==> src/rtl/dbg_bus_bridge.sv <==
module dbg_bus_bridge #(
  parameter int ADDR_W = 32
) (
  input  logic              clk_aon,
  input  logic              rst_n,
  input  logic [1:0]        reg_sel,
  input  logic              reg_wr,
  input  logic              reg_rd,
  input  logic [31:0]       reg_wdata,
  output logic [31:0]       reg_rdata,
  input  logic              core_req,
  input  logic              core_wr,
  input  logic [1:0]        core_size,
  input  logic [ADDR_W-1:0] core_addr,
  input  logic [31:0]       core_wdata,
  output logic              core_gnt,
  output logic              core_rsp_valid,
  output logic [31:0]       core_rdata,
  output logic              core_err,
  output logic              bus_req,
  output logic              bus_wr,
  output logic [1:0]        bus_size,
  output logic [ADDR_W-1:0] bus_addr,
  output logic [31:0]       bus_wdata,
  input  logic              bus_gnt,
  input  logic              bus_rsp_valid,
  input  logic [31:0]       bus_rdata,
  input  logic              bus_err
);
  localparam logic [1:0] SEL_CTRL = 2'd0;
  localparam logic [1:0] SEL_ADDR = 2'd1;
  localparam logic [1:0] SEL_DATA = 2'd2;
  localparam logic [2:0] ERR_BUS  = 3'd2;

  logic              busy_err_q, autoinc_q, rd_addr_q, rd_data_q;
  logic [2:0]        err_q;
  logic [1:0]        size_q, dbg_size_q;
  logic [ADDR_W-1:0] addr_q;
  logic [31:0]       data_q, rd_masked;
  logic              dbg_req_q, dbg_wr_q, dbg_inc_q, dbg_drv_q;
  logic              pend_q, pend_dbg_q;

  wire wr_ctrl  = reg_wr && reg_sel == SEL_CTRL;
  wire wr_addr  = reg_wr && reg_sel == SEL_ADDR;
  wire wr_data  = reg_wr && reg_sel == SEL_DATA;
  wire rd_data  = reg_rd && reg_sel == SEL_DATA;
  wire busy     = dbg_req_q || (pend_q && pend_dbg_q);
  wire clean    = !busy_err_q && err_q == 3'd0;
  wire busy_hit = busy && (wr_addr || wr_data || rd_data);
  wire start_rd = !busy && clean && ((wr_addr && rd_addr_q) || (rd_data && rd_data_q));
  wire start_wr = !busy && clean && wr_data;
  wire dbg_on   = dbg_req_q && (dbg_drv_q || !core_req);
  wire dbg_done = bus_rsp_valid && pend_q && pend_dbg_q;
  wire [ADDR_W-1:0] incr = ADDR_W'(1) << dbg_size_q;

  assign bus_req   = !pend_q && (dbg_on || core_req);
  assign bus_wr    = dbg_on ? dbg_wr_q   : core_wr;
  assign bus_size  = dbg_on ? dbg_size_q : core_size;
  assign bus_addr  = dbg_on ? addr_q     : core_addr;
  assign bus_wdata = dbg_on ? data_q     : core_wdata;
  assign core_gnt       = bus_gnt && core_req && !dbg_on && !pend_q;
  assign core_rsp_valid = bus_rsp_valid && pend_q && !pend_dbg_q;
  assign core_rdata     = bus_rdata;
  assign core_err       = bus_err;

  always_comb begin
    case (dbg_size_q)
      2'd0:    rd_masked = {24'd0, bus_rdata[7:0]};
      2'd1:    rd_masked = {16'd0, bus_rdata[15:0]};
      default: rd_masked = bus_rdata;
    endcase
  end

  always_comb begin
    case (reg_sel)
      SEL_CTRL: reg_rdata = {22'd0, size_q, rd_data_q, rd_addr_q, autoinc_q, err_q, busy_err_q, busy};
      SEL_ADDR: reg_rdata = 32'(addr_q);
      SEL_DATA: reg_rdata = data_q;
      default:  reg_rdata = 32'd0;
    endcase
  end

  always_ff @(posedge clk_aon or negedge rst_n) begin
    if (!rst_n) begin
      busy_err_q <= 1'b0;
      err_q      <= 3'd0;
      autoinc_q  <= 1'b0;
      rd_addr_q  <= 1'b0;
      rd_data_q  <= 1'b0;
      size_q     <= 2'd0;
      addr_q     <= '0;
      data_q     <= 32'd0;
      dbg_req_q  <= 1'b0;
      dbg_wr_q   <= 1'b0;
      dbg_inc_q  <= 1'b0;
      dbg_size_q <= 2'd0;
      dbg_drv_q  <= 1'b0;
      pend_q     <= 1'b0;
      pend_dbg_q <= 1'b0;
    end else begin
      if (wr_ctrl) begin
        autoinc_q <= reg_wdata[5];
        rd_addr_q <= reg_wdata[6];
        rd_data_q <= reg_wdata[7];
        size_q    <= (reg_wdata[9:8] == 2'd3) ? 2'd2 : reg_wdata[9:8];
      end
      if (busy_hit)
        busy_err_q <= 1'b1;
      else if (wr_ctrl && reg_wdata[1])
        busy_err_q <= 1'b0;
      if (dbg_done && bus_err)
        err_q <= ERR_BUS;
      else if (wr_ctrl)
        err_q <= err_q & ~reg_wdata[4:2];
      if (wr_addr && !busy)
        addr_q <= reg_wdata[ADDR_W-1:0];
      else if (dbg_done && !bus_err && dbg_inc_q)
        addr_q <= addr_q + incr;
      if (start_wr)
        data_q <= reg_wdata;
      else if (dbg_done && !bus_err && !dbg_wr_q)
        data_q <= rd_masked;
      if (start_rd || start_wr) begin
        dbg_req_q  <= 1'b1;
        dbg_wr_q   <= start_wr;
        dbg_size_q <= size_q;
        dbg_inc_q  <= autoinc_q;
      end else if (dbg_on && bus_gnt && !pend_q) begin
        dbg_req_q <= 1'b0;
      end
      dbg_drv_q <= dbg_on && !pend_q && !bus_gnt;
      if (bus_req && bus_gnt) begin
        pend_q     <= 1'b1;
        pend_dbg_q <= dbg_on;
      end else if (bus_rsp_valid && pend_q) begin
        pend_q <= 1'b0;
      end
    end
  end


  busy_clear_chk: assert property (@(posedge clk_aon) disable iff (!rst_n)
    dbg_done |=> !reg_rdata[0] || reg_sel != SEL_CTRL);

  err_noinc_chk: assert property (@(posedge clk_aon) disable iff (!rst_n)
    dbg_done && bus_err |=> $stable(addr_q) && err_q == ERR_BUS);

  busy_err_set_chk: assert property (@(posedge clk_aon) disable iff (!rst_n)
    busy && (wr_addr || wr_data) |=> busy_err_q && $stable(addr_q));

  data_hold_chk: assert property (@(posedge clk_aon) disable iff (!rst_n)
    wr_data && !busy && !clean |=> $stable(data_q) && !dbg_req_q);

  aphase_hold_chk: assert property (@(posedge clk_aon) disable iff (!rst_n)
    bus_req && !bus_gnt && (dbg_on || core_req) |=> bus_req && $stable(bus_addr));

  core_first_chk: assert property (@(posedge clk_aon) disable iff (!rst_n)
    $rose(dbg_drv_q) |-> !$past(core_req));

  one_out_chk: assert property (@(posedge clk_aon) disable iff (!rst_n)
    pend_q |-> !bus_req && !core_gnt);
endmodule

==> config.mk <==
export PLATFORM = sky130hd
export DESIGN_NAME = dbg_bus_bridge
export DESIGN_NICKNAME = d
export VERILOG_FILES = /design/src/rtl/dbg_bus_bridge.sv
export SDC_FILE = /design/constraint.sdc
export NUM_CORES = 1
export LEC_CHECK = 0
export BUFFER_PORTS_ARGS = -buffer_cell sky130_fd_sc_hd__buf_2
export CAP_MARGIN = 20
export CORE_MARGIN = 5
export CORE_UTILIZATION = 40
export DETAILED_ROUTE_END_ITERATION = 8
export GPL_TIMING_DRIVEN = 0
export PLACE_DENSITY = 0.76
export SLEW_MARGIN = 15
export SYNTH_ARGS = -nofsm -noshare
export SYNTH_HDL_FRONTEND = slang
export SYNTH_SLANG_ARGS = --single-unit
==> constraint.sdc <==
create_clock -name clk_aon -period 3.6 [get_ports clk_aon]
set_input_delay 0.18 -clock clk_aon [delete_from_list [all_inputs] [get_ports clk_aon]]
set_output_delay 0.18 -clock clk_aon [all_outputs]
set_load 0.01 [all_outputs]
==> results of run 1 <==
cells in the final DEF, fill, tap and decap left out, types with 3 or more instances in the layout:
cell type	n
nor3_1	7
nand4_1	9
a22oi_1	7
nand2b_1	3
mux2i_1	12
dfrtp_1	81
clkbuf_1	42
o311ai_0	11
nand3_1	46
mux2_2	68
nand3b_1	3
o211ai_1	12
a21oi_1	6
buf_2	277
nor2_1	41
clkbuf_16	9
buf_1	6
and3_1	5
a221o_1	5
or4_1	6
nor2b_1	5
nor3b_1	3
a31oi_1	35
xor2_1	5
and2_1	5
o21ai_0	30
buf_4	34
inv_1	10
a21o_1	5
a22o_1	23
ha_1	4
or2_2	4
nand2_1	107
how the worst min path moves through the flow:
stage / end / startpoint / slack (ps) / cells after the start
after CTS: dbg_drv_q / bus_gnt / 10 / 2
final: dbg_drv_q / bus_gnt / 10 / 2
after global routing: dbg_drv_q / bus_gnt / 10 / 2
after floorplan: addr_q[0] / rst_n / -120 / 0
after global placement: dbg_drv_q / bus_gnt / 360 / 2
after detailed placement: addr_q[5] / rst_n / 160 / 1
stage by stage:
step,power [mW],hold slack [ps],instances
4_1_cts,5.13,12.8,1147
5_1_grt,5.47,14.6,1148
3_5_place_dp,4.23,163,1130
3_3_place_gp,4.18,365,1129
2_1_floorplan,3.17,-116,670
6_report,5.17,15.0,1149
cell usage after synthesis, drive strengths merged, types with 4 or more instances:
master / instances
o21ai: 33
a21o: 5
a31oi: 35
o311ai: 11
buf: 42
clkbuf: 42
or2: 4
a221o: 5
and3: 5
nor3b: 4
o211ai: 13
nor2b: 5
and2: 5
or4: 6
nand3: 47
nor2: 41
a22oi: 7
nand2: 107
mux2i: 12
xor2: 5
inv: 10
nor3: 8
a21oi: 6
ha: 4
dfrtp: 81
mux2: 68
a22o: 23
nand4: 9
worst register-to-register path, cell delays in order, from the launching register on:
cell and delay [ps]:
dfrtp_1 460, or2_2 320, clkbuf_1 230, inv_1 110
ha_1 170, ha_1 180, nor3_1 60, a22oi_1 300
clkbuf_1 440, nand2_1 90, o311ai_0 320, o311ai_0 180
final cells by class:
type / count / area [µm²] / share of cell area [%]
Antenna cell: 2 / 5.00 / 0.0647
Clock buffer: 10 / 239 / 3.09
Buffer: 84 / 443 / 5.73
Inverter: 10 / 37.5 / 0.485
Sequential cell: 81 / 2030 / 26.2
Tap cell: 184 / 230 / 2.98
Clock inverter: 6 / 50.0 / 0.647
Multi-Input combinational cell: 495 / 3290 / 42.5
Timing Repair Buffer: 277 / 1420 / 18.3
where the power goes:
| part | internal (mW) | switching [mW] | total (mW) |
|---|---|---|---|
| clock | 0.494 | 0.408 | 0.902 |
| sequential | 1.32 | 0.598 | 1.92 |
| combinational | 1.05 | 1.30 | 2.35 |
| total | 2.86 | 2.31 | 5.17 |
kinds of logic after synthesis:
logic type	count (synthesis)	share of synthesized area (%)
DFF	81	35.0
buffers and inverters	94	8.29
xor gates and xnor gates	6	0.907
AOI/OAI and AO/OA	150	18.8
muxes	80	15.3
adders and majority gates	5	1.04
and+or+nand+nor	254	20.7
timing repair:
action / in CTS / in global routing
hold buffers: 1 / 0
setup buffers: 0 / 0
endpoints found under the hold margin: 32 / 0
metal layers:
metal	GRT usage (%)	share of wire (%)	routed length (µm)
met1	37.9	40	9840
met2	42.2	46	11300
met3	5.69	9.4	2300
met4	13.2	4.4	1080
met5	0	0.029	7
registers in the layout, summed over array words and instances, names as in the netlist:
register    flops
dbg_inc_q       1
dbg_size_q      2
dbg_req_q       1
addr_q         32
rd_data_q       1
autoinc_q       1
rd_addr_q       1
dbg_wr_q        1
data_q         32
pend_q          1
busy_err_q      1
size_q          2
err_q           3
pend_dbg_q      1
dbg_drv_q       1
==> flow_summary_export.csv, run 1 <==
group,metric,value,unit
clock_network,root_buffer,"clkbuf_16",
die,core,14400,µm²
layout,nFillCells,1358,
synth,synth_area_leaders,"dfrtp_1, mux2_2, nand2_1, buf_4, nand3_1",
layout,areaGrowthSynthToFinish,33.5,%
synth,synthesis.instances,670,
critical_path,arrival,3020,ps
synth,yosys.area.top_type,"dfrtp_1",
sta,post-route-min-period,3200,ps
clock_network,clk_transition_reported_paths,60,ps
critical_path,cpLargestDelayFamily,"buffers and inverters",
critical_path,rr_worst_depth,11,
sta,drv_slew,0,
drt,first_iter_violations,642,
layout,drive_gt1_share,42.3,%
clock_network,cts_buffers,9,
drt,ant_nets,0,
die,die_x,130,µm
clock_network,clkSinkCount,81,
drt,vias,6624,
critical_path,worst_path_most_repeated_cell,"clkbuf_1",
sta,tightest_slew,1120,ps
synth,syn_area,5800,µm²
sta,timing.final.ws_setup,404,ps
die,num_rows,44,
drt,drc,0,
drt,drtPass1Iterations,6,
placement,place_ws,630,ps
power_and_ir_drop,power_leakage,3.74,nW
critical_path,cp_num_buf_inv,3,
clock_network,htree_levels,3,
critical_path,cp-endpoint,"bus_wdata[29]",
placement,gp_congestion,0.942,
layout,final_area,7740,µm²
die,start_util,40.3,%
global_routing,grt_max_degree,50,
die,die_area,17000,µm²
global_routing,grt_remaining_overflow,0,
critical_path,cp-startpoint,"dbg_req_q",
synth,synthDistinctLibCells,55,
drt,via_per_inst,5.77,
placement,dpl_cell_area,7430,µm²
sta,rsz0062_at_grt,"false",
sta,fin_skew,8.07,ps
synth,synth-edff-count,0,
global_routing,grtUsageTotal,27.7,%
sta,finalSetupViolations,0,
clock_network,clk_latency,350,ps
critical_path,cp-end-kind,"primary output",
synth,synth_area_per_cell,8.65,µm²
placement,numPortBuffers,275,
synth,async_flop_share,100,%
critical_path,critPathMaxFanout,10,
sta,timing.slew.headroom,25.6,%
synth,ys_warn_count,0,
critical_path,rrSetupSlack,610,ps
die,die_h,130,µm
drt,wirelength,24500,µm
sta,period_share,88.8,%
sta,timing.fmax,313,MHz
global_routing,grt_pass1_vias,6181,
synth,yosysSeqAreaShare,35.0,%
global_routing,antenna_found_initial,2,
synth,synthesis.nets,815,
drt,post_drt_wl_per_cell,21.3,µm
power_and_ir_drop,power_density,668,nW/µm²
sta,hold_violations,0,
placement,hpwl,19300,µm
global_routing,grt_first_pass_wirelength,35800,µm
critical_path,critical_path_required,3420,ps
clock_network,cts_max_path_buffers,2,
synth,synth-main-ff-cell,"dfrtp_1",
critical_path,crit_path_cell_trace,"o21ai_1, clkbuf_1, clkbuf_1, mux2_2, buf_2",
layout,nets,1103,
critical_path,reg2reg_to,"addr_q[18]",
outcome,status,"completed",
critical_path,critPathLaunchType,"flip-flop",
critical_path,cp_slowest_cell,"clkbuf_1",
clock_network,ctsResizeCount,0,
power_and_ir_drop,vdd_drop_max,254,µV
critical_path,cp_slowest_stage_delay,770,ps
synth,synth-seq-cells,81,
layout,post-route-util,53.8,%
hold_path,hold_class,"in2reg",
synth,synth_top_area_share,35.0,%
critical_path,cp_num_cells,5,
die,io-pin-count,276,
sta,setup_tns,0,ps
critical_path,path_class,"reg2out",
run,drv_cap,0,
critical_path,r2r_start,"dbg_size_q[0]",
clock_network,cts_tree,"done",
Power figures use the tool's default switching activity.
==> run 2: changes to the inputs <==
CORE_MARGIN = default   (was 5)
==> run 2 against run 1 <==
  * The run now ends with DRC left
  * Final cell count down 0.44%
  * Fmax fell by 1.7%
  * Utilization increased by 1.6 points
  * Critical path type unchanged
  * Hold slack lost 7.5 ps
  * Count of clock-buffer cells in the layout unchanged
  * Critical endpoint unchanged
  * Global-route usage increased by 2.5 points
  * Critical path depth unchanged
  * Design area is 0.31% higher
  * Combinational power barely moved
  * Sequential share of layout area decreased by 0.080 points
  * Die area fell by 12%
==> flow_summary_export.csv, run 2 (synthesis results as in run 1) <==
group,metric,value,unit
placement,place_ws,600,ps
critical_path,critical_path_required,3420,ps
global_routing,use_met1,40.8,%
power_and_ir_drop,power_density,676,nW/µm²
drt,vias,6555,
sta,timing.fmax,308,MHz
sta,timing.final.ws_setup,350,ps
sta,rsz0062_at_grt,"false",
clock_network,root_buffer,"clkbuf_16",
sta,setup_tns,0,ps
sta,fin_skew,8.92,ps
global_routing,grt_remaining_overflow,0,
global_routing,grt.busiest_layer,"met2",
critical_path,path_class,"reg2out",
clock_network,clk_latency,340,ps
clock_network,clkSinkCount,81,
clock_network,cts_buffers,9,
die,start_util,41.4,%
clock_network,clk_transition_reported_paths,60,ps
layout,final_cell_mix,"buf_2, nand2_1, dfrtp_1, mux2_2, nand3_1",
layout,layout.cells.most_common,"buf_2",
sta,timing.slew.headroom,25.7,%
layout,areaGrowthSynthToFinish,33.9,%
die,num_rows,43,
drt,first_iter_violations,560,
critical_path,critPathLaunchType,"flip-flop",
global_routing,grt_first_pass_wirelength,33600,µm
sta,finalHoldWorstSlack,7.42,ps
layout,top_regs,"addr_q x32, data_q x32, err_q x3",
drt,drc,2,
clock_network,cts_tree,"done",
global_routing,grt_max_degree,47,
clock_network,cts_max_path_buffers,2,
clock_network,ctsResizeCount,0,
sta,post-route-min-period,3250,ps
critical_path,arrival,3070,ps
sta,finalSetupViolations,0,
die,core,14000,µm²
global_routing,antenna_found_initial,1,
die,die_x,122,µm
drt,wirelength,23200,µm
sta,tightest_slew,1120,ps
global_routing,grtUsageTotal,30.3,%
clock_network,htree_levels,3,
drt,post_drt_wl_per_cell,20.3,µm
clock_network,post_cts_buffers,0,
sta,hold_violations,0,
global_routing,met2_usage,46.3,%
layout,final_area,7760,µm²
sta,drv_slew,0,
placement,numPortBuffers,275,
layout,nets,1103,
power_and_ir_drop,power_leakage,3.75,nW
placement,dpl_cell_area,7430,µm²
critical_path,critPathMaxFanout,10,
power_and_ir_drop,vdd_drop_max,247,µV
die,io-pin-count,276,
hold_path,hold_class,"in2reg",
outcome,failed_checks,"DRC",
outcome,status,"finished with violations",
run,drv_cap,0,
drt,ant_nets,0,
critical_path,cp-end-kind,"primary output",
drt,via_per_inst,5.73,
global_routing,grt_pass1_vias,5939,
layout,drive_gt1_share,42.2,%
global_routing,grtUsageMet3,6.88,%
die,die_area,15000,µm²
placement,hpwl,18400,µm
drt,drtPass1Iterations,9,
placement,gp_congestion,0.968,
sta,period_share,90.3,%
die,die_h,122,µm
## run 2: metrics by stage
stage	power (mW)	util, %	std cells
2_1_floorplan	3.17	-	670
3_5_place_dp	4.20	53.1	1126
5_1_grt	5.54	55.5	1144
3_3_place_gp	4.14	52.9	1125
4_1_cts	5.20	55.5	1143
6_report	5.25	55.5	1144
## run 2: worst paths after layout
check	from	end	slack [ps]	cells after the start
max	dbg_drv_q	bus_wdata[29]	350	5
min	bus_gnt	dbg_drv_q	7	2
max reg2reg	dbg_size_q[0]	addr_q[14]	530	10
min reg2reg	err_q[1]	err_q[1]	520	2
max in group asynchronous	rst_n	data_q[12]	2620	3
min in group asynchronous	rst_n	pend_q	360	2
## run 2: cell type report
cell class	instances	area [µm²]
Antenna cell	1	2.50
Buffer	84	443
Clock buffer	10	229
Clock inverter	6	91.3
Fill cell	1324	6230
Inverter	10	37.5
Multi-Input combinational cell	495	3290
Sequential cell	81	2030
Tap cell	180	225
Timing Repair Buffer	277	1420
## run 2: layer usage
layer	vias to the layer above	wire length (µm)
li1	3001	-
met4	0	858
met3	72	2390
met1	3051	9360
met2	431	10600
met5	-	0
## run 2: critical path: stages (launching register included)
cell and delay [ps]:
dfrtp_1 370, o21ai_1 330, clkbuf_1 750, clkbuf_1 720
mux2_2 420, buf_2 140
## run 2: report_power, final
| part | internal, mW | switching, mW | total [mW] |
|---|---|---|---|
| Sequential | 1.32 | 0.582 | 1.90 |
| Combinational | 1.05 | 1.29 | 2.34 |
| Clock | 0.611 | 0.393 | 1.00 |
| Total | 2.98 | 2.27 | 5.25 |
## run 2: what timing repair did
item / in CTS / in global routing
endpoints found under the hold margin: 35 / 0
hold buffers: 1 / 0
endpoints found under the setup margin: 0 / 0
